File: config.mk
export PLATFORM = sky130hd
export DESIGN_NAME = secure_fw
export DESIGN_NICKNAME = d
export VERILOG_FILES = /design/src/rtl/fw_pkg.sv /design/src/rtl/fw_attr.sv /design/src/rtl/fw_gate.sv /design/src/rtl/fw_scr.sv /design/src/rtl/secure_fw.sv
export SDC_FILE = /design/constraint.sdc
export NUM_CORES = 1
export LEC_CHECK = 0
export ABC_AREA = 1
export BUFFER_PORTS_ARGS = -buffer_cell sky130_fd_sc_hd__buf_4
export CORE_MARGIN = 1
export CORE_UTILIZATION = 42
export CTS_CLUSTER_DIAMETER = 80
export CTS_CLUSTER_SIZE = 25
export DETAILED_ROUTE_END_ITERATION = 10
export PLACE_DENSITY = 0.82
export SKIP_CTS_REPAIR_TIMING = 1
export SLEW_MARGIN = 20
export SYNTH_ARGS = -nofsm -noshare
export SYNTH_HDL_FRONTEND = slang
export SYNTH_HIERARCHICAL = 1
export SYNTH_SLANG_ARGS = --single-unit
File: constraint.sdc
create_clock -name clk -period 1.8 [get_ports clk]
set_input_delay 0.36 -clock clk [delete_from_list [all_inputs] [get_ports clk]]
set_output_delay 0.36 -clock clk [all_outputs]
set_load 0.03 [all_outputs]
File: src/rtl/fw_pkg.sv
package fw_pkg;
    localparam int REG_W = 32;

    typedef enum logic [1:0] {
        ADDR_ZONE  = 2'd0,
        ADDR_VIOL  = 2'd1,
        ADDR_RSV2  = 2'd2,
        ADDR_RSV3  = 2'd3
    } reg_addr_e;

    localparam int VIOL_FLAG_BIT = 0;
    localparam int VIOL_INIT_LSB = 8;
    localparam int VIOL_TGT_LSB  = 16;
endpackage

File: src/rtl/fw_attr.sv
module fw_attr #(
    parameter int               N_INIT         = 4,
    parameter logic [N_INIT-1:0] INIT_FORCE_RST = '0,
    parameter logic [N_INIT-1:0] INIT_SEC_RST   = '0,
    localparam int              IW             = (N_INIT > 1) ? $clog2(N_INIT) : 1
) (
    input  logic              clk,
    input  logic              rst_n,
    input  logic              cfg_we,
    input  logic [N_INIT-1:0] cfg_force,
    input  logic [N_INIT-1:0] cfg_sec,
    input  logic [IW-1:0]     init_idx,
    input  logic              txn_sec,
    output logic              eff_sec
);
    typedef struct packed {
        logic [N_INIT-1:0] force_en;
        logic [N_INIT-1:0] sec;
    } pol_t;

    pol_t st_d, st_q;

    always_comb begin
        st_d = st_q;
        if (cfg_we) begin
            st_d.force_en = cfg_force;
            st_d.sec      = cfg_sec;
        end
        eff_sec = st_q.force_en[init_idx] ? st_q.sec[init_idx] : txn_sec;
    end

    always_ff @(posedge clk or negedge rst_n) begin
        if (!rst_n) begin
            st_q.force_en <= INIT_FORCE_RST;
            st_q.sec      <= INIT_SEC_RST;
        end else begin
            st_q <= st_d;
        end
    end

    a_r6_policy_hold: assert property (@(posedge clk) disable iff (!rst_n)
        !cfg_we |=> $stable(st_q));
    a_r6_policy_load: assert property (@(posedge clk) disable iff (!rst_n)
        cfg_we |=> (st_q.force_en == $past(cfg_force)) && (st_q.sec == $past(cfg_sec)));
endmodule

File: src/rtl/fw_gate.sv
module fw_gate #(
    parameter int N_INIT = 4,
    parameter int N_TGT  = 8,
    parameter int IDW    = 4,
    parameter int PW     = 32,
    localparam int IW    = (N_INIT > 1) ? $clog2(N_INIT) : 1,
    localparam int TW    = (N_TGT > 1) ? $clog2(N_TGT) : 1
) (
    input  logic             clk,
    input  logic             rst_n,
    input  logic             req_valid,
    output logic             req_ready,
    input  logic [IW-1:0]    req_init,
    input  logic             eff_sec,
    input  logic [N_TGT-1:0] req_tgt,
    input  logic [IDW-1:0]   req_id,
    input  logic [PW-1:0]    req_payload,
    input  logic [N_TGT-1:0] zone_ns,
    output logic             fwd_valid,
    input  logic             fwd_ready,
    output logic [N_TGT-1:0] fwd_tgt,
    output logic [IDW-1:0]   fwd_id,
    output logic [PW-1:0]    fwd_payload,
    output logic             err_valid,
    output logic [IDW-1:0]   err_id,
    output logic             deny_pulse,
    output logic [IW-1:0]    deny_init,
    output logic [TW-1:0]    deny_tgt
);
    typedef struct packed {
        logic           err_valid;
        logic [IDW-1:0] err_id;
    } gst_t;

    gst_t st_d, st_q;
    logic one_hot, allow;
    logic [TW-1:0] tgt_enc;

    always_comb begin
        tgt_enc = '0;
        for (int t = N_TGT - 1; t >= 0; t--) begin
            if (req_tgt[t]) tgt_enc = TW'(t);
        end
    end

    always_comb begin
        one_hot = (req_tgt != '0) && ((req_tgt & (req_tgt - 1'b1)) == '0);
        allow   = one_hot && (eff_sec || ((req_tgt & zone_ns) != '0));

        fwd_valid   = req_valid && allow;
        fwd_tgt     = req_tgt;
        fwd_id      = req_id;
        fwd_payload = req_payload;
        req_ready   = allow ? fwd_ready : 1'b1;

        deny_pulse  = req_valid && !allow;
        deny_init   = req_init;
        deny_tgt    = tgt_enc;

        st_d.err_valid = deny_pulse;
        st_d.err_id    = deny_pulse ? req_id : st_q.err_id;

        err_valid = st_q.err_valid;
        err_id    = st_q.err_id;
    end

    always_ff @(posedge clk or negedge rst_n) begin
        if (!rst_n) st_q <= '0;
        else        st_q <= st_d;
    end

    a_r7_err_after_deny: assert property (@(posedge clk) disable iff (!rst_n)
        (req_valid && req_ready && !fwd_valid) |=> (err_valid && err_id == $past(req_id)));
    a_r7_err_only_on_deny: assert property (@(posedge clk) disable iff (!rst_n)
        (req_valid && req_ready && fwd_valid) || !req_valid |=> !err_valid);
    a_r9_multi_hot_blocked: assert property (@(posedge clk) disable iff (!rst_n)
        (req_valid && !$onehot(req_tgt)) |-> !fwd_valid);
    a_r2_ready_follows: assert property (@(posedge clk) disable iff (!rst_n)
        fwd_valid |-> (req_ready == fwd_ready));
endmodule

File: src/rtl/fw_scr.sv
module fw_scr
    import fw_pkg::*;
#(
    parameter int N_INIT = 4,
    parameter int N_TGT  = 8,
    localparam int IW    = (N_INIT > 1) ? $clog2(N_INIT) : 1,
    localparam int TW    = (N_TGT > 1) ? $clog2(N_TGT) : 1
) (
    input  logic             clk,
    input  logic             rst_n,
    input  logic             reg_valid,
    input  logic             reg_write,
    input  logic             reg_secure,
    input  logic [1:0]       reg_addr,
    input  logic [REG_W-1:0] reg_wdata,
    output logic             rsp_valid,
    output logic             rsp_err,
    output logic [REG_W-1:0] rsp_rdata,
    input  logic             deny_pulse,
    input  logic [IW-1:0]    deny_init,
    input  logic [TW-1:0]    deny_tgt,
    output logic [N_TGT-1:0] zone_ns
);
    typedef struct packed {
        logic [N_TGT-1:0] zone;
        logic             vflag;
        logic [IW-1:0]    vinit;
        logic [TW-1:0]    vtgt;
        logic             rvalid;
        logic             rerr;
        logic [REG_W-1:0] rdata;
    } sst_t;

    sst_t st_d, st_q;
    logic sec_acc, mapped, viol_clr;
    logic [REG_W-1:0] rd_mux;

    always_comb begin
        st_d     = st_q;
        sec_acc  = reg_valid && reg_secure;
        mapped   = (reg_addr == ADDR_ZONE) || (reg_addr == ADDR_VIOL);
        viol_clr = sec_acc && reg_write && (reg_addr == ADDR_VIOL) && reg_wdata[VIOL_FLAG_BIT];

        rd_mux = '0;
        if (reg_addr == ADDR_ZONE) begin
            rd_mux[N_TGT-1:0] = st_q.zone;
        end else if (reg_addr == ADDR_VIOL) begin
            rd_mux[VIOL_FLAG_BIT]        = st_q.vflag;
            rd_mux[VIOL_INIT_LSB +: IW]  = st_q.vinit;
            rd_mux[VIOL_TGT_LSB +: TW]   = st_q.vtgt;
        end

        if (sec_acc && reg_write && reg_addr == ADDR_ZONE) begin
            st_d.zone = reg_wdata[N_TGT-1:0];
        end

        if (viol_clr) begin
            st_d.vflag = 1'b0;
            st_d.vinit = '0;
            st_d.vtgt  = '0;
        end
        if (deny_pulse) begin
            st_d.vflag = 1'b1;
            st_d.vinit = deny_init;
            st_d.vtgt  = deny_tgt;
        end

        st_d.rvalid = reg_valid;
        st_d.rerr   = reg_valid && !(reg_secure && mapped);
        st_d.rdata  = (sec_acc && mapped && !reg_write) ? rd_mux : '0;

        rsp_valid = st_q.rvalid;
        rsp_err   = st_q.rerr;
        rsp_rdata = st_q.rdata;
        zone_ns   = st_q.zone;
    end

    always_ff @(posedge clk or negedge rst_n) begin
        if (!rst_n) st_q <= '0;
        else        st_q <= st_d;
    end

    a_r5_ns_no_write: assert property (@(posedge clk) disable iff (!rst_n)
        (reg_valid && !reg_secure && !deny_pulse) |=> ($stable(st_q.zone) && $stable(st_q.vflag)));
    a_r5_ns_error: assert property (@(posedge clk) disable iff (!rst_n)
        (reg_valid && !reg_secure) |=> (rsp_valid && rsp_err && rsp_rdata == '0));
    a_r8_sticky: assert property (@(posedge clk) disable iff (!rst_n)
        (st_q.vflag && !viol_clr) |=> st_q.vflag);
    a_r8_set_wins: assert property (@(posedge clk) disable iff (!rst_n)
        deny_pulse |=> st_q.vflag);
    a_r10_rsp_timing: assert property (@(posedge clk) disable iff (!rst_n)
        rsp_valid |-> $past(reg_valid));
endmodule

File: src/rtl/secure_fw.sv
module secure_fw
    import fw_pkg::*;
#(
    parameter int               N_INIT         = 4,
    parameter int               N_TGT          = 8,
    parameter int               IDW            = 4,
    parameter int               PW             = 32,
    parameter logic [N_INIT-1:0] INIT_FORCE_RST = 4'b0001,
    parameter logic [N_INIT-1:0] INIT_SEC_RST   = 4'b0011,
    localparam int              IW             = (N_INIT > 1) ? $clog2(N_INIT) : 1,
    localparam int              TW             = (N_TGT > 1) ? $clog2(N_TGT) : 1
) (
    input  logic              clk,
    input  logic              rst_n,
    input  logic              sys_cfg_we,
    input  logic [N_INIT-1:0] sys_cfg_force,
    input  logic [N_INIT-1:0] sys_cfg_sec,
    input  logic              req_valid,
    output logic              req_ready,
    input  logic [IW-1:0]     req_init,
    input  logic              req_sec,
    input  logic [N_TGT-1:0]  req_tgt,
    input  logic [IDW-1:0]    req_id,
    input  logic [PW-1:0]     req_payload,
    output logic              fwd_valid,
    input  logic              fwd_ready,
    output logic [N_TGT-1:0]  fwd_tgt,
    output logic [IDW-1:0]    fwd_id,
    output logic [PW-1:0]     fwd_payload,
    output logic              err_valid,
    output logic [IDW-1:0]    err_id,
    input  logic              reg_valid,
    input  logic              reg_write,
    input  logic              reg_secure,
    input  logic [1:0]        reg_addr,
    input  logic [REG_W-1:0]  reg_wdata,
    output logic              rsp_valid,
    output logic              rsp_err,
    output logic [REG_W-1:0]  rsp_rdata
);
    logic             eff_sec;
    logic [N_TGT-1:0] zone_ns;
    logic             deny_pulse;
    logic [IW-1:0]    deny_init;
    logic [TW-1:0]    deny_tgt;

    fw_attr #(
        .N_INIT(N_INIT), .INIT_FORCE_RST(INIT_FORCE_RST), .INIT_SEC_RST(INIT_SEC_RST)
    ) u_attr (
        .clk(clk), .rst_n(rst_n), .cfg_we(sys_cfg_we), .cfg_force(sys_cfg_force),
        .cfg_sec(sys_cfg_sec), .init_idx(req_init), .txn_sec(req_sec), .eff_sec(eff_sec)
    );

    fw_gate #(.N_INIT(N_INIT), .N_TGT(N_TGT), .IDW(IDW), .PW(PW)) u_gate (
        .clk(clk), .rst_n(rst_n), .req_valid(req_valid), .req_ready(req_ready),
        .req_init(req_init), .eff_sec(eff_sec), .req_tgt(req_tgt), .req_id(req_id),
        .req_payload(req_payload), .zone_ns(zone_ns), .fwd_valid(fwd_valid),
        .fwd_ready(fwd_ready), .fwd_tgt(fwd_tgt), .fwd_id(fwd_id),
        .fwd_payload(fwd_payload), .err_valid(err_valid), .err_id(err_id),
        .deny_pulse(deny_pulse), .deny_init(deny_init), .deny_tgt(deny_tgt)
    );

    fw_scr #(.N_INIT(N_INIT), .N_TGT(N_TGT)) u_scr (
        .clk(clk), .rst_n(rst_n), .reg_valid(reg_valid), .reg_write(reg_write),
        .reg_secure(reg_secure), .reg_addr(reg_addr), .reg_wdata(reg_wdata),
        .rsp_valid(rsp_valid), .rsp_err(rsp_err), .rsp_rdata(rsp_rdata),
        .deny_pulse(deny_pulse), .deny_init(deny_init), .deny_tgt(deny_tgt),
        .zone_ns(zone_ns)
    );

    a_r3_all_secure_after_reset: assert property (@(posedge clk) disable iff (!rst_n)
        $rose(rst_n) |-> (zone_ns == '0));
endmodule

==> results.yml, run 1 <==
outcome:
  status: "finished, violations left"
  violations: "setup timing"
power:
  p_seq_share_pct: 48.1
  ir_drop_mv: 0.3394
  power.switching_w: 0.0007005
  switching_share_pct: 31.43
  leakage_nw: 1.580
  p_per_area_nw_per_um2: 765.9
  p_clk_share_pct: 28.8
  intPower_w: 0.001529
  combPwrFrac_pct: 23.1
place:
  io_buffers: 74
  gp_congestion: 0.8468
  placed_area_sq_um: 2771
  place_ws_ns: -0.1184
  dp_hpwl_um: 3791
  dp.cells: 419
global_route:
  grt_max_degree: 43
  grtUsageTotal_pct: 15.83
  grt_pass1_wl_um: 7776
  grt-ovfl-total: 0
  antenna_found_initial: 0
  grt_pass1_vias: 1766
final_layout:
  stdcell_count: 429
  final_cell_mix: "90 x buf_4, 81 x nand2_1, 39 x dfrtp_1"
  finalNetCount: 450
  area_growth_pct: 11.72
  final_cell_area_sq_um: 2910
  final_util_pct: 48.87
  layout-drive-gt1-share_pct: 37.85
  antennaDiodeCount: 0
  layout_commonest_cell: "buf_4"
timing:
  relSlewSlack_pct: 65.45
  timing.fmax_ghz: 0.4623
  rsz0062_at_grt: "yes"
  skew_ns: 0.005638
  period_share_pct: 120.2
  hold_violations: 0
  hold_ws_ns: 0.04187
  tightest_slew_ns: 0.5182
  fin_crit_ns: 2.163
  setup_violations: 2
  fin_ws_ns: -0.3632
  slew_viol_final: 0
die:
  fp.dieH_um: 80.76
  rows: 28
  core_area_sq_um: 5956
  die_w_um: 80.76
  ios: 182
  die_area_sq_um: 6521
  initial_core_util_pct: 43.74
synthesis:
  yosysWarnings: 6
  syn_inst: 325
  synth.distinct_cells: 23
  syn-cell-area_sq_um: 2605
  synth-seq-cells: 42
  yosysSeqAreaShare_pct: 40.49
  avgSynthCellArea_sq_um: 8.015
route:
  routed_wl_um: 5010
  ant_nets: 0
  route.vias.total: 1917
  first_iter_violations: 77
  drt-wirelength-per-cell_um: 11.68
  drt_drc_violations_left: 0
  via_per_inst: 4.469
  drtPass1Iterations: 5
critical_path:
  start_kind: "flip-flop"
  cp.arrival_ns: 1.80
  ff2ff_setup_slack_ns: 0.05
  crit_start: "u_attr/st_q[4]$_DFFE_PN1P_"
  reg2reg_from: "u_attr/st_q[4]$_DFFE_PN1P_"
  regToRegEndpoint: "u_scr/st_q[38]$_DFFE_PN0P_"
  worstPathMaxFanout: 4
  end_kind: "output pin"
  ff2ff_path_depth: 14
  required_ns: 1.44
  path_class: "reg -> out"
cts:
  cts.clk_slew.worst_paths_ns: 0.08
  clockRootBuffer: "clkbuf_8"
  numCtsBuffers: 5
  tritoncts: "yes"
  clkLatencyLatePin_ns: 0.29
  htreeDepth: 2
  cts.sinks: 42
  cts_buffer_depth: 2
worst_hold_path:
  hold_path_class: "in -> async"
run:
  cap_violations: 0
-- sequential cells by signal, indices dropped and copies added, names as in the netlist --
signal / flops
u_attr/st_q: 8
u_gate/err_id: 4
u_gate/err_valid: 1
u_scr/rsp_err: 1
u_scr/rsp_rdata: 13
u_scr/rsp_valid: 1
u_scr/st_q: 6
u_scr/zone_ns: 8
-- cell usage after synthesis --
| master | n | area share, % |
|---|---|---|
| nand2_4 | 1 | 0.43 |
| nand3_2 | 3 | 1.2 |
| o21ai_1 | 7 | 1.3 |
| dfstp_2 | 3 | 3.0 |
| inv_2 | 1 | 0.14 |
| o21ai_0 | 2 | 0.38 |
| nor2_1 | 28 | 4.0 |
| buf_2 | 1 | 0.19 |
| a21boi_0 | 2 | 0.58 |
| conb_1 | 1 | 0.14 |
| nand3_1 | 20 | 3.8 |
| nand2_1 | 83 | 12 |
| buf_4 | 86 | 25 |
| nand4_1 | 1 | 0.24 |
| nand2_2 | 9 | 2.2 |
| o21ai_2 | 3 | 1.0 |
| or2_1 | 1 | 0.24 |
| buf_6 | 2 | 0.86 |
| nor2_2 | 3 | 0.72 |
| nor2_4 | 3 | 1.3 |
| a21oi_1 | 5 | 0.96 |
| inv_1 | 21 | 3.0 |
| dfrtp_1 | 39 | 37 |
-- worst max path at each step --
stage | to | slack [ns] | cells after the start
after floorplan | req_ready | 0.04 | 10
after global placement | req_ready | -0.11 | 11
after detailed placement | req_ready | -0.12 | 11
after CTS | req_ready | -0.46 | 11
after global routing | req_ready | -0.47 | 11
final | req_ready | -0.36 | 11
-- cell type report --
type | count | area (sq um)
flip-flops and latches | 42 | 1055
clock inverters | 2 | 12.51
inverters | 22 | 82.58
multi-input cells | 190 | 885.9
clock buffers | 6 | 82.58
repair buffers | 92 | 698.2
well taps | 75 | 93.84
fillers | 602 | 3045
-- routing by layer --
| layer | share of wire (%) | track usage (%) |
|---|---|---|
| met1 | 40 | 18.10 |
| met2 | 50 | 27.37 |
| met3 | 7.2 | 4.157 |
| met4 | 2.8 | 7.679 |
| met5 | 0 | 0 |
-- critical path, cell delays in order, from the launching register on --
cell     delay, ns
dfstp_2       0.53
inv_2         0.04
nand2_2       0.06
nand3_2       0.06
nand2_1       0.07
nand2_1       0.06
nand2_2       0.07
a21oi_2       0.05
nand3_2       0.09
nand3_4       0.09
or2_1         0.26
buf_6         0.15
-- per-stage QoR --
stage	TNS [ns]	power [W]
after floorplan	0	0.001601
after global placement	-0.1087	0.001570
after detailed placement	-0.1306	0.001586
after CTS	-0.7740	0.002229
after global routing	-1.352	0.002353
final	-0.6114	0.002229
-- power groups by stage --
stage	combinational, W	clock (W)	sequential [W]
2_1_floorplan	0.000500	0	0.00110
3_3_place_gp	0.000484	0	0.00109
3_5_place_dp	0.000497	0	0.00109
4_1_cts	0.000499	0.000659	0.00107
5_1_grt	0.000569	0.000700	0.00108
6_report	0.000515	0.000642	0.00107
-- kinds of logic after synthesis --
logic type | share of synthesized area [%]
simple gates | 26.08
other cells | 0.1440
flops | 40.49
compound gates | 4.274
buf+inv | 29.01
(Power assumes the default switching activity.)
==> inputs of run 2 (changes only) <==
- CORE_UTILIZATION: 42 -> 40
- PLACE_DENSITY: 0.82 -> 0.78
==> run 2 against run 1 <==
The flow still finishes with violations (setup timing). Sequential share of layout area shrank 0.31 points. Power increased by 3.6%. Combinational power shrank 3%. Sequential power is essentially flat. Final area increased by 0.86%. Critical path depth unchanged. Maximum frequency shrank 1.4%. Clock skew hardly changed. Via count is 0.31% lower. Critical endpoint unchanged.
==> results.yml, run 2 (synthesized netlist as in run 1, its figures left out) <==
outcome:
  status: "finished, violations left"
  violations: "setup timing"
timing:
  fin_ws_ns: -0.3938
  fin_crit_ns: 2.194
  timing.fmax_ghz: 0.4558
  slew_viol_final: 0
  hold_violations: 0
  rsz0062_at_grt: "yes"
  period_share_pct: 121.9
  tightest_slew_ns: 0.5173
  setup_violations: 7
  relSlewSlack_pct: 65.51
  skew_ns: 0.006018
power:
  total_power_w: 0.002309
  ir_drop_mv: 0.3322
  p_per_area_nw_per_um2: 786.5
  leakage_nw: 1.596
die:
  ios: 182
  die_area_sq_um: 6839
  initial_core_util_pct: 41.26
  fp.dieH_um: 82.70
  die_w_um: 82.70
  core_area_sq_um: 6314
  rows: 29
cts:
  cts_buffer_depth: 2
  numCtsBuffers: 5
  clockRootBuffer: "clkbuf_8"
  tritoncts: "yes"
  htreeDepth: 2
  clkLatencyLatePin_ns: 0.29
  cts.sinks: 42
  cts.clk_slew.worst_paths_ns: 0.08
final_layout:
  layout_commonest_cell: "buf_4"
  largest_reg_flops: 13
  finalNetCount: 451
  final_cell_mix: "89 x buf_4, 80 x nand2_1, 39 x dfrtp_1"
  layout-drive-gt1-share_pct: 38.03
  area_growth_pct: 12.68
  final_util_pct: 46.49
  antennaDiodeCount: 0
critical_path:
  start_kind: "flip-flop"
  path_class: "reg -> out"
  crit_chain: "inv_2 > nand2_2 > nand3_2 > nand2_2 > nand2_1 > nand2_1 > a21oi_1 > nand3_1 > nand3_2 > or2_1 > buf_6"
  critPathSlowestCell: "dfstp_2"
  path_buf_inv: 2
  end_kind: "output pin"
  critPathTopFamily: "simple AND/OR/NAND/NOR gates"
  slowest_delay_ns: 0.53
  ff2ff_path_depth: 16
  reg2reg_from: "u_attr/st_q[4]$_DFFE_PN1P_"
  regToRegEndpoint: "u_scr/st_q[37]$_DFFE_PN0P_"
  worstPathMaxFanout: 4
  required_ns: 1.44
  cp.arrival_ns: 1.83
  ff2ff_setup_slack_ns: -0.08
global_route:
  grtUsageTotal_pct: 14.88
  grt-ovfl-total: 0
  grt_pass1_wl_um: 7596
  antenna_found_initial: 0
  grt_pass1_vias: 1716
  grt_max_degree: 43
place:
  io_buffers: 74
  gp_congestion: 0.8083
  dp_hpwl_um: 3807
route:
  route.vias.total: 1911
  via_per_inst: 4.424
  first_iter_violations: 73
  drt-wirelength-per-cell_um: 11.42
  ant_nets: 0
  routed_wl_um: 4934
  drtPass1Iterations: 4
  drt_drc_violations_left: 0
run:
  cap_violations: 0
worst_hold_path:
  hold_path_class: "in -> async"
[run 2: area by class of cell]
cell class / instances / area, sq um
Clock buffer: 5 / 68.82
Sequential cell: 42 / 1055
Multi-Input combinational cell: 190 / 877.1
Clock inverter: 3 / 40.04
Timing Repair Buffer: 93 / 713.2
Fill cell: 638 / 3378
Inverter: 22 / 85.08
Tap cell: 77 / 96.34
[run 2: worst max path at each step]
stage                               start   endpoint  slack [ns]  cells past startpoint
2_1_floorplan  u_attr/st_q[1]$_DFFE_PN1P_  req_ready        0.04                     10
3_3_place_gp                  req_init[0]  fwd_valid       -0.08                     13
3_5_place_dp                   req_tgt[3]  req_ready        -0.1                      9
4_1_cts        u_attr/st_q[1]$_DFFE_PN1P_  req_ready       -0.43                     11
5_1_grt        u_attr/st_q[4]$_DFFE_PN1P_  req_ready       -0.52                     11
6_report       u_attr/st_q[4]$_DFFE_PN1P_  req_ready       -0.39                     11
[run 2: stage by stage]
step                      instances  hold slack (ns)  setup slack, ns  setup TNS, ns  area [sq um]
after global placement          423           0.3686         -0.07630        -0.2821          2789
after floorplan                 343          0.06441          0.03872              0          2675
after detailed placement        423           0.3749         -0.09676        -0.3858          2789
after global routing            432          0.07525          -0.5235         -2.779          2935
after CTS                       431          0.05970          -0.4259        -0.8961          2898
final                           432          0.04620          -0.3938         -1.093          2935
[run 2: routing by layer]
layer / track usage, % / wire length (um) / up-vias
met3: 3.736 / 342 / 18
met4: 8.448 / 167 / 0
li1: - / - / 952
met1: 17.27 / 1968 / 871
met2: 24.84 / 2455 / 70
met5: 0 / 0 / -
[run 2: power breakdown]
group / switching, W / internal (W) / total (W) / leakage [nW]
Clock: 0.000325 / 0.000409 / 0.000734 / 0.0579
Combinational: 0.000307 / 0.000194 / 0.000501 / 1.01
Sequential: 0.0000513 / 0.00102 / 0.00107 / 0.533
Total: 0.000683 / 0.00163 / 0.00231 / 1.60
==> inputs of run 3 (changes only) <==
- MAX_ROUTING_LAYER: unset -> met4
==> run 3 against run 2 <==
The run still ends with setup timing left. Power about the same. First-iteration DRC count down 2.7%. Wire length down 0.14%. Worst hold slack worse by 0.00068 ns. Critical path depth unchanged. Final area unchanged. Critical endpoint unchanged. Largest cell class unchanged. Largest power group unchanged.
==> results.yml, run 3 (synthesized netlist as in run 1, its figures left out) <==
outcome:
  status: "finished, violations left"
  violations: "setup timing"
die:
  ios: 182
  die_area_sq_um: 6839
  initial_core_util_pct: 41.26
  rows: 29
  core_area_sq_um: 6314
  fp.dieH_um: 82.70
  die_w_um: 82.70
global_route:
  grt_pass1_vias: 1714
  grt-ovfl-total: 0
  grtUsageTotal_pct: 15.38
  grt_max_degree: 43
  grt_pass1_wl_um: 7603
  antenna_found_initial: 0
final_layout:
  register_area_sq_um: 1055
  multi_input_area_sq_um: 877.1
  final_util_pct: 46.49
  largest_reg_flops: 13
  layout_commonest_cell: "buf_4"
  layout-drive-gt1-share_pct: 38.03
  final_cell_mix: "89 x buf_4, 80 x nand2_1, 39 x dfrtp_1"
  antennaDiodeCount: 0
  area_growth_pct: 12.68
  finalNetCount: 451
  fill_cells: 638
critical_path:
  reg2reg_from: "u_attr/st_q[4]$_DFFE_PN1P_"
  worstPathMaxFanout: 4
  required_ns: 1.44
  start_kind: "flip-flop"
  cp.arrival_ns: 1.83
  path_class: "reg -> out"
  crit_start: "u_attr/st_q[4]$_DFFE_PN1P_"
  end_kind: "output pin"
timing:
  tns_ns: -1.094
  fin_ws_ns: -0.3943
  hold_violations: 0
  fin_crit_ns: 2.194
  period_share_pct: 121.9
  tightest_slew_ns: 0.5168
  rsz0062_at_grt: "yes"
  relSlewSlack_pct: 65.54
  setup_violations: 7
  slew_viol_final: 0
  skew_ns: 0.006197
  timing.fmax_ghz: 0.4557
cts:
  cts_buffer_depth: 2
  numCtsBuffers: 5
  cts.clk_slew.worst_paths_ns: 0.08
  clkLatencyLatePin_ns: 0.29
  clockRootBuffer: "clkbuf_8"
  tritoncts: "yes"
  cts.sinks: 42
  htreeDepth: 2
route:
  via_per_inst: 4.417
  first_iter_violations: 71
  drt_drc_violations_left: 0
  drt-wirelength-per-cell_um: 11.41
  route.vias.total: 1908
  routed_wl_um: 4927
  drtPass1Iterations: 4
  ant_nets: 0
worst_hold_path:
  hold_path_class: "in -> async"
power:
  leakage_nw: 1.596
  p_per_area_nw_per_um2: 786.7
  ir_drop_mv: 0.3323
place:
  io_buffers: 74
  dp_hpwl_um: 3807
  gp_congestion: 0.8202
run:
  cap_violations: 0
-- run 3: through the flow --
step | setup slack [ns] | hold slack, ns | cells | area [sq um] | power [W]
6_report | -0.3943 | 0.04552 | 432 | 2935 | 0.002309
5_1_grt | -0.5262 | 0.07257 | 432 | 2935 | 0.002450
4_1_cts | -0.4259 | 0.05970 | 431 | 2898 | 0.002328
3_5_place_dp | -0.09676 | 0.3749 | 423 | 2789 | 0.001587
3_3_place_gp | -0.07630 | 0.3686 | 423 | 2789 | 0.001574
2_1_floorplan | 0.03872 | 0.06441 | 343 | 2675 | 0.001601
-- run 3: path summary, 6_finish.rpt --
path	to	slack (ns)	cells past startpoint
min in group clk	u_scr/rsp_valid$_DFF_PN0_	0.20	1
worst min register to register	u_scr/st_q[39]$_DFFE_PN0P_	0.48	2
worst min-delay path	u_scr/rsp_rdata[17]$_DFF_PN0_	0.05	1
worst max-delay path	req_ready	-0.39	11
worst max register to register	u_scr/st_q[37]$_DFFE_PN0P_	-0.08	16
max in group asynchronous	u_attr/st_q[1]$_DFFE_PN1P_	1.38	1
-- run 3: where the power goes --
group	switching, W	internal (W)	total [W]
registers	0.0000513	0.00102	0.00107
logic	0.000306	0.000194	0.000501
clock network	0.000326	0.000409	0.000734
-- run 3: critical path, cell delays in order (launching register included) --
cell and delay [ns]:
dfstp_2 0.53, inv_2 0.04, nand2_2 0.05, nand3_2 0.07, nand2_2 0.08, nand2_1 0.04, nand2_1 0.07, a21oi_1 0.04
nand3_1 0.10, nand3_2 0.12, or2_1 0.27, buf_6 0.14
-- run 3: layout make-up --
| class | count | area share, % |
|---|---|---|
| flip-flops and latches | 42 | 35.93 |
| multi-input cells | 190 | 29.88 |
| repair buffers | 93 | 24.30 |
| well taps | 77 | 3.282 |
| inverters | 22 | 2.899 |
| clock buffers | 5 | 2.344 |
| clock inverters | 3 | 1.364 |
-- run 3: routing by layer --
layer / wire, um / GRT usage (%)
met5: 0 / -
met4: 180 / 8.448
met3: 335 / 4.066
met2: 2445 / 24.84
met1: 1966 / 17.27
